===== config.mk =====
export PLATFORM = sky130hd
export DESIGN_NAME = pglrg_arbiter
export DESIGN_NICKNAME = d
export VERILOG_FILES = /design/src/rtl/pglrg_pkg.sv /design/src/rtl/pglrg_pick.sv /design/src/rtl/pglrg_channel.sv /design/src/rtl/pglrg_arbiter.sv
export SDC_FILE = /design/constraint.sdc
export NUM_CORES = 1
export LEC_CHECK = 0
export BUFFER_PORTS_ARGS = -buffer_cell sky130_fd_sc_hd__buf_2
export CAP_MARGIN = 0
export CORE_MARGIN = 5
export CORE_UTILIZATION = 23
export CTS_CLUSTER_DIAMETER = 120
export CTS_CLUSTER_SIZE = 28
export DETAILED_ROUTE_END_ITERATION = 6
export PLACE_DENSITY = 0.44
export REMOVE_ABC_BUFFERS = 1
export SLEW_MARGIN = 10
export SYNTH_ARGS = -nofsm -noshare
export SYNTH_HDL_FRONTEND = slang
export SYNTH_HIERARCHICAL = 1
export SYNTH_SLANG_ARGS = --single-unit

===== constraint.sdc =====
create_clock -name clk_i -period 12.9 [get_ports clk_i]
set_input_delay 2.58 -clock clk_i [delete_from_list [all_inputs] [get_ports clk_i]]
set_output_delay 2.58 -clock clk_i [all_outputs]
set_load 0.1 [all_outputs]

===== src/rtl/pglrg_pkg.sv =====
package pglrg_pkg;
  localparam int unsigned FIELD_W    = 8;
  localparam int unsigned WORD_W     = 32;
  localparam int unsigned OFS_W      = 5;
  localparam int unsigned N_CH       = 2;
  localparam logic [OFS_W-1:0] OFS_RD_CH = 5'h08;
  localparam logic [OFS_W-1:0] OFS_WR_CH = 5'h0C;
  localparam logic [23:0] SEL_KEY    = 24'hFF0000;

  typedef struct packed {
    logic [FIELD_W-1:0] slot;
    logic [FIELD_W-1:0] mid;
    logic [FIELD_W-1:0] prio;
    logic [FIELD_W-1:0] req;
  } prog_word_t;
endpackage


===== src/rtl/pglrg_pick.sv =====
module pglrg_pick #(
  parameter int unsigned N_REQ = 4,
  parameter int unsigned IDX_W = 2,
  parameter int unsigned PRIO_W = 8
) (
  input  logic [N_REQ-1:0][IDX_W-1:0]  slot_i,
  input  logic [N_REQ-1:0][PRIO_W-1:0] prio_i,
  input  logic [N_REQ-1:0]             mask_i,
  output logic                         found_o,
  output logic [IDX_W-1:0]             slot_o,
  output logic [IDX_W-1:0]             req_o
);
  // strict compare keeps the upper slot on ties
  always_comb begin
    logic [IDX_W-1:0]  r;
    logic [PRIO_W-1:0] best_p;
    found_o = 1'b0;
    slot_o  = '0;
    req_o   = '0;
    best_p  = '0;
    for (int s = 0; s < int'(N_REQ); s++) begin
      r = slot_i[s];
      if (mask_i[r] && (!found_o || prio_i[r] > best_p)) begin
        found_o = 1'b1;
        best_p  = prio_i[r];
        slot_o  = IDX_W'(s);
        req_o   = r;
      end
    end
  end
endmodule


===== src/rtl/pglrg_channel.sv =====
module pglrg_channel
  import pglrg_pkg::*;
#(
  parameter int unsigned N_REQ = 4,
  parameter logic [N_REQ*FIELD_W-1:0] RST_PRIO = '0
) (
  input  logic              clk_i,
  input  logic              rst_ni,
  input  logic [N_REQ-1:0]  req_i,
  input  logic [N_REQ-1:0]  permit_i,
  input  logic              qos_i,
  input  logic              wr_i,
  input  logic [WORD_W-1:0] wdata_i,
  output logic [WORD_W-1:0] rdata_o,
  output logic [N_REQ-1:0]  grant_o
);
  localparam int unsigned IDX_W  = (N_REQ > 1) ? $clog2(N_REQ) : 1;
  localparam int unsigned PRIO_W = FIELD_W;

  typedef logic [N_REQ-1:0][IDX_W-1:0]  slot_vec_t;
  typedef logic [N_REQ-1:0][PRIO_W-1:0] prio_vec_t;

  slot_vec_t            slot_q;
  prio_vec_t            prio_q;
  logic [N_REQ-1:0]     grant_q;
  logic [FIELD_W-1:0]   rd_sel_q;

  function automatic slot_vec_t to_bottom(slot_vec_t l, logic [IDX_W-1:0] k);
    slot_vec_t o;
    for (int s = 0; s < int'(N_REQ); s++) begin
      if (s < int'(k))                o[s] = l[s];
      else if (s < int'(N_REQ) - 1)   o[s] = l[(s+1) % int'(N_REQ)];
      else                            o[s] = l[k];
    end
    return o;
  endfunction

  // write decode
  prog_word_t pw;
  logic       is_sel, prog_ok;
  assign pw     = prog_word_t'(wdata_i);
  assign is_sel = (wdata_i[WORD_W-1:FIELD_W] == SEL_KEY);

  always_comb begin
    prog_ok = 1'b0;
    for (int s = 0; s < int'(N_REQ); s++)
      if (pw.slot == FIELD_W'(s) && pw.req < FIELD_W'(N_REQ) &&
          slot_q[s] == pw.req[IDX_W-1:0])
        prog_ok = 1'b1;
    prog_ok = prog_ok && wr_i && !is_sel;
  end

  // arbitration
  logic [N_REQ-1:0] elig;
  logic             act_found, dflt_found;
  logic [IDX_W-1:0] act_slot, act_req, dflt_slot, dflt_req;

  assign elig = req_i & (qos_i ? permit_i : {N_REQ{1'b1}});

  pglrg_pick #(.N_REQ(N_REQ), .IDX_W(IDX_W), .PRIO_W(PRIO_W)) u_pick_act (
    .slot_i(slot_q), .prio_i(prio_q), .mask_i(elig),
    .found_o(act_found), .slot_o(act_slot), .req_o(act_req)
  );

  pglrg_pick #(.N_REQ(N_REQ), .IDX_W(IDX_W), .PRIO_W(PRIO_W)) u_pick_dflt (
    .slot_i(slot_q), .prio_i(prio_q), .mask_i({N_REQ{1'b1}}),
    .found_o(dflt_found), .slot_o(dflt_slot), .req_o(dflt_req)
  );

  always_ff @(posedge clk_i or negedge rst_ni) begin
    if (!rst_ni) begin
      for (int s = 0; s < int'(N_REQ); s++) begin
        slot_q[s] <= IDX_W'(s);
        prio_q[s] <= RST_PRIO[s*FIELD_W +: FIELD_W];
      end
      grant_q  <= '0;
      rd_sel_q <= '0;
    end else if (wr_i) begin
      if (is_sel) begin
        rd_sel_q <= wdata_i[FIELD_W-1:0];
      end else if (prog_ok) begin
        prio_q[pw.req[IDX_W-1:0]] <= pw.prio;
        slot_q <= to_bottom(slot_q, pw.slot[IDX_W-1:0]);
      end
    end else if (act_found) begin
      grant_q <= N_REQ'(1) << act_req;
      slot_q  <= to_bottom(slot_q, act_slot);
    end else if (!qos_i && dflt_found) begin
      grant_q <= N_REQ'(1) << dflt_req;
    end else begin
      grant_q <= '0;
    end
  end

  assign grant_o = grant_q;

  // readback
  always_comb begin
    rdata_o = '0;
    for (int s = 0; s < int'(N_REQ); s++)
      if (rd_sel_q == FIELD_W'(s))
        rdata_o = {rd_sel_q, FIELD_W'(0), prio_q[slot_q[s]], FIELD_W'(slot_q[s])};
  end

  // slot ownership map
  logic [N_REQ-1:0] owned;
  always_comb begin
    owned = '0;
    for (int r = 0; r < int'(N_REQ); r++)
      for (int s = 0; s < int'(N_REQ); s++)
        if (slot_q[s] == IDX_W'(r)) owned[r] = 1'b1;
  end


  grant_onehot_chk: assert property (@(posedge clk_i) disable iff (!rst_ni)
    $onehot0(grant_q));


  hold_on_write_chk: assert property (@(posedge clk_i) disable iff (!rst_ni)
    wr_i |=> $stable(grant_q));


  qos_mask_chk: assert property (@(posedge clk_i) disable iff (!rst_ni)
    (!wr_i && qos_i) |=> ((grant_q & ~$past(permit_i)) == '0));


  idle_order_chk: assert property (@(posedge clk_i) disable iff (!rst_ni)
    (!wr_i && !act_found) |=> $stable(slot_q));


  one_slot_each_chk: assert property (@(posedge clk_i) disable iff (!rst_ni)
    owned == {N_REQ{1'b1}});
endmodule


===== src/rtl/pglrg_arbiter.sv =====
module pglrg_arbiter
  import pglrg_pkg::*;
#(
  parameter int unsigned N_REQ = 4,
  parameter logic [N_REQ*FIELD_W-1:0] RST_PRIO = '0
) (
  input  logic              clk_i,
  input  logic              rst_ni,
  input  logic [N_REQ-1:0]  rd_req_i,
  input  logic [N_REQ-1:0]  wr_req_i,
  input  logic [N_REQ-1:0]  permit_i,
  input  logic              qos_active_i,
  input  logic              reg_wr_i,
  input  logic [OFS_W-1:0]  reg_addr_i,
  input  logic [WORD_W-1:0] reg_wdata_i,
  output logic [WORD_W-1:0] reg_rdata_o,
  output logic [N_REQ-1:0]  rd_grant_o,
  output logic [N_REQ-1:0]  wr_grant_o
);
  localparam logic [N_CH-1:0][OFS_W-1:0] CH_OFS = {OFS_WR_CH, OFS_RD_CH};

  logic [N_CH-1:0][N_REQ-1:0]  ch_req, ch_grant;
  logic [N_CH-1:0][WORD_W-1:0] ch_rdata;
  logic [N_CH-1:0]             ch_wr;

  assign ch_req[0]  = rd_req_i;
  assign ch_req[1]  = wr_req_i;
  assign rd_grant_o = ch_grant[0];
  assign wr_grant_o = ch_grant[1];

  for (genvar c = 0; c < int'(N_CH); c++) begin : g_ch
    assign ch_wr[c] = reg_wr_i && (reg_addr_i == CH_OFS[c]);

    pglrg_channel #(.N_REQ(N_REQ), .RST_PRIO(RST_PRIO)) u_ch (
      .clk_i    (clk_i),
      .rst_ni   (rst_ni),
      .req_i    (ch_req[c]),
      .permit_i (permit_i),
      .qos_i    (qos_active_i),
      .wr_i     (ch_wr[c]),
      .wdata_i  (reg_wdata_i),
      .rdata_o  (ch_rdata[c]),
      .grant_o  (ch_grant[c])
    );
  end

  always_comb begin
    reg_rdata_o = '0;
    for (int c = 0; c < int'(N_CH); c++)
      if (reg_addr_i == CH_OFS[c]) reg_rdata_o = ch_rdata[c];
  end


  single_write_target_chk: assert property (@(posedge clk_i) disable iff (!rst_ni)
    $onehot0(ch_wr));
endmodule


==> impl_results.rst <==
.. list-table::
   :header-rows: 1

   * - Metric
     - Value
   * - Status
     - finished, violations left
   * - Violated checks
     - slew limit
   * - Placeable core area
     - ~69000 µm²
   * - Gate count after technology mapping
     - around 1.5k
   * - Drt pass-1 iters
     - 5
   * - Wire length on met3
     - 2.81 mm
   * - Final hold slack
     - around 0.48 ns
   * - Initial antenna violation count
     - 4
   * - Max Clock Freq
     - 104 MHz
   * - Standby leakage power
     - just under 7 nW
   * - Mean instance size in the synthesized netlist
     - about 11 µm²
   * - CP endpoint kind
     - flop
   * - Hold_buf cts
     - 0
   * - Post-cts sizing count
     - 0
   * - Postcts setup bufs
     - 0
   * - Global router's overall resource usage
     - 13.3%
   * - Detailed-routed wire length on met2
     - 24.0 mm
   * - Unrepaired setup endpoints after global routing
     - no
   * - Count of final max-slew check failures
     - 19
   * - Final non-filler cell total
     - about 2.5k
   * - Via count of the first global-routing pass
     - 12.8k
   * - Maximum fanout along the worst path
     - 13
   * - Area occupied by multi-input gates
     - 12600 µm²
   * - Slew of the pin with the lowest slew margin
     - roughly 1.8 ns
   * - Slew HR
     - -19.3%
   * - Area of the mapped netlist
     - roughly 16000 µm²
   * - Arrival time of data at the critical path endpoint
     - between 9 and 10 ns
   * - Routed length per placed instance
     - approximately 21 µm
   * - Most used cells in the layout excluding fill and tap cells
     - mux4_2 (193), nor2_1 (100), ha_1 (96)
   * - Total number of vias
     - approximately 13k
   * - Required time of the worst setup path
     - about 13 ns
   * - Element type at the critical path start
     - input port
   * - Shortest period the worst path allows
     - a little under 10 ns
   * - Seq. cell area
     - approximately 2600 µm²
   * - Area enclosed by the die boundary
     - 75200 µm²
   * - Topmost layer with routed signal wires
     - met5
   * - Number of warnings reported in the yosys synthesis log
     - 6
   * - Chip Width
     - 274 µm
   * - Final setup violation count
     - 0
   * - Max Buffers Root-to-Sink
     - 2
   * - Worst clock skew
     - between 0.01 and 0.015 ns
   * - Total CTS buffers
     - 9
   * - Ratio of cells with drive above 1 in the final layout
     - a little under 30%
   * - Antenna-violating nets left
     - 0
   * - Layout overhead on the synthesized area
     - 8.72%
   * - Maximum vdd ir drop
     - slightly below 80 µV
   * - Routability Congestion
     - approximately 0.84
   * - Hold violation count in the final report
     - 0
   * - Root Driver
     - clkbuf_16
   * - Sum of negative setup slack
     - 0 ns
   * - Clock transition at the register clock pins on the worst setup and hold paths after CTS
     - 0.08 ns
   * - Period utilisation layout
     - roughly three quarters
   * - I/O pins
     - 93
   * - Placement-stage cell area
     - between 15000 and 20000 µm²
   * - Layout Nets
     - approximately 1.7k
   * - DP HPWL
     - ~37 mm
   * - Power per cell area
     - around 90 nW/µm²
   * - Final core utilization
     - around a quarter
   * - Total congestion overflow after global routing
     - 0
   * - Startpoint-to-endpoint class of the critical path
     - in -> reg
   * - WL final
     - 51.5 mm
   * - Path category of the worst min-delay check
     - reg -> reg
   * - Die Span Y
     - about 270 µm
   * - Maximum number of pins on one net before global-route repair
     - 60
   * - Count of H-tree levels built during CTS
     - 3
   * - Number of maximum-capacitance violations
     - 0
   * - Wire length of the first global-routing pass
     - about 78 mm
   * - Vias per std cell
     - 5.33
   * - Final cell area excluding filler cells
     - 17500 µm²
   * - Number of placed instances with taps included
     - 2437
   * - Clock sink count
     - roughly 100
   * - Number of DRC violations after detailed-routing iteration 0
     - 864
   * - Fillcell total
     - roughly 7.4k
   * - Post-route DRC violation count
     - 0
   * - Count of port buffers added during placement
     - roughly 70
   * - Leading cell type in the layout, fill and taps excluded
     - mux4_2
   * - Number of core rows
     - 96
   * - Post-Route M1 WL
     - approximately 24 mm
   * - Clock insertion delay at the later pin of the skew report
     - about 0.38 ns
   * - TritonCTS clock tree
     - yes
   * - Initial core utilization
     - roughly a quarter
[metal layers]
metal	vias up	track usage, %
met4	2	2.77
li1	5861	-
met5	-	0
met2	414	21.8
met3	46	2.15
met1	6757	18.7
[sequential cells by signal, indices dropped and copies added (netlist names)]
name / flops
g_ch.u_ch/grant_o: 8
g_ch.u_ch/prio_q: 64
g_ch.u_ch/rd_sel_q: 16
g_ch.u_ch/slot_q: 16
[critical path, cell delays in order]
cell	delay, ns
buf_2	0.28
a21boi_0	0.26
mux4_2	0.65
and2_1	0.19
ha_1	0.17
nor2b_1	0.10
o211ai_1	0.09
a21o_1	0.18
a21oi_2	0.53
a22oi_1	0.23
ha_1	0.33
o21ai_0	0.11
o211ai_1	0.18
o21ai_0	0.15
o21ai_1	0.65
nand2_1	0.27
mux2_2	0.37
ha_1	0.18
nor2b_1	0.11
o211ai_1	0.09
a211oi_1	0.39
nor3_1	0.12
o2bb2ai_1	0.45
nand2_1	0.12
o21ai_1	0.53
nor2_1	0.13
a222oi_1	0.33
nand3_1	0.13
[worst paths after layout]
path                                                startpoint                                   to  slack [ns]  depth (start not counted)
setup reg to reg            g_ch[0].u_ch/slot_q[2]$_DFFE_PN1P_   g_ch[0].u_ch/slot_q[7]$_DFFE_PN1P_        4.91                         25
min in group asynchronous                               rst_ni  g_ch[1].u_ch/grant_o[2]$_DFFE_PN0N_        2.23                          1
hold reg to reg            g_ch[1].u_ch/grant_o[2]$_DFFE_PN0N_  g_ch[1].u_ch/grant_o[2]$_DFFE_PN0N_        0.48                          2
max in group asynchronous                               rst_ni  g_ch[1].u_ch/prio_q[15]$_DFFE_PN0P_        9.39                          2
setup / recovery                                  qos_active_i   g_ch[0].u_ch/slot_q[7]$_DFFE_PN1P_        3.26                         28
hold / removal             g_ch[1].u_ch/grant_o[2]$_DFFE_PN0N_  g_ch[1].u_ch/grant_o[2]$_DFFE_PN0N_        0.48                          2
[power by group]
part | internal, mW | leakage [nW] | switching (mW)
sequential | 0.350 | 1.41 | 0.0236
clock | 0.153 | 0.148 | 0.142
combinational | 0.340 | 5.31 | 0.565
total | 0.843 | 6.86 | 0.731
[through the flow]
step / setup slack, ns / power [mW]
finish: 3.26 / 1.57
global route: 2.69 / 1.67
CTS: 3.42 / 1.58
detailed placement: 3.04 / 1.28
global placement: 3.36 / 1.27
floorplan: 4.10 / 1.04
[layout make-up]
class | instances | area share [%]
diodes | 1 | 0.0143
clock buffers | 9 | 1.29
clock inverters | 6 | 0.437
inverters | 70 | 1.50
multi-input cells | 1236 | 72.0
flip-flops and latches | 104 | 15.0
well taps | 931 | 6.67
repair buffers | 96 | 3.11
Note: power is estimated with default switching activity, not from simulation.
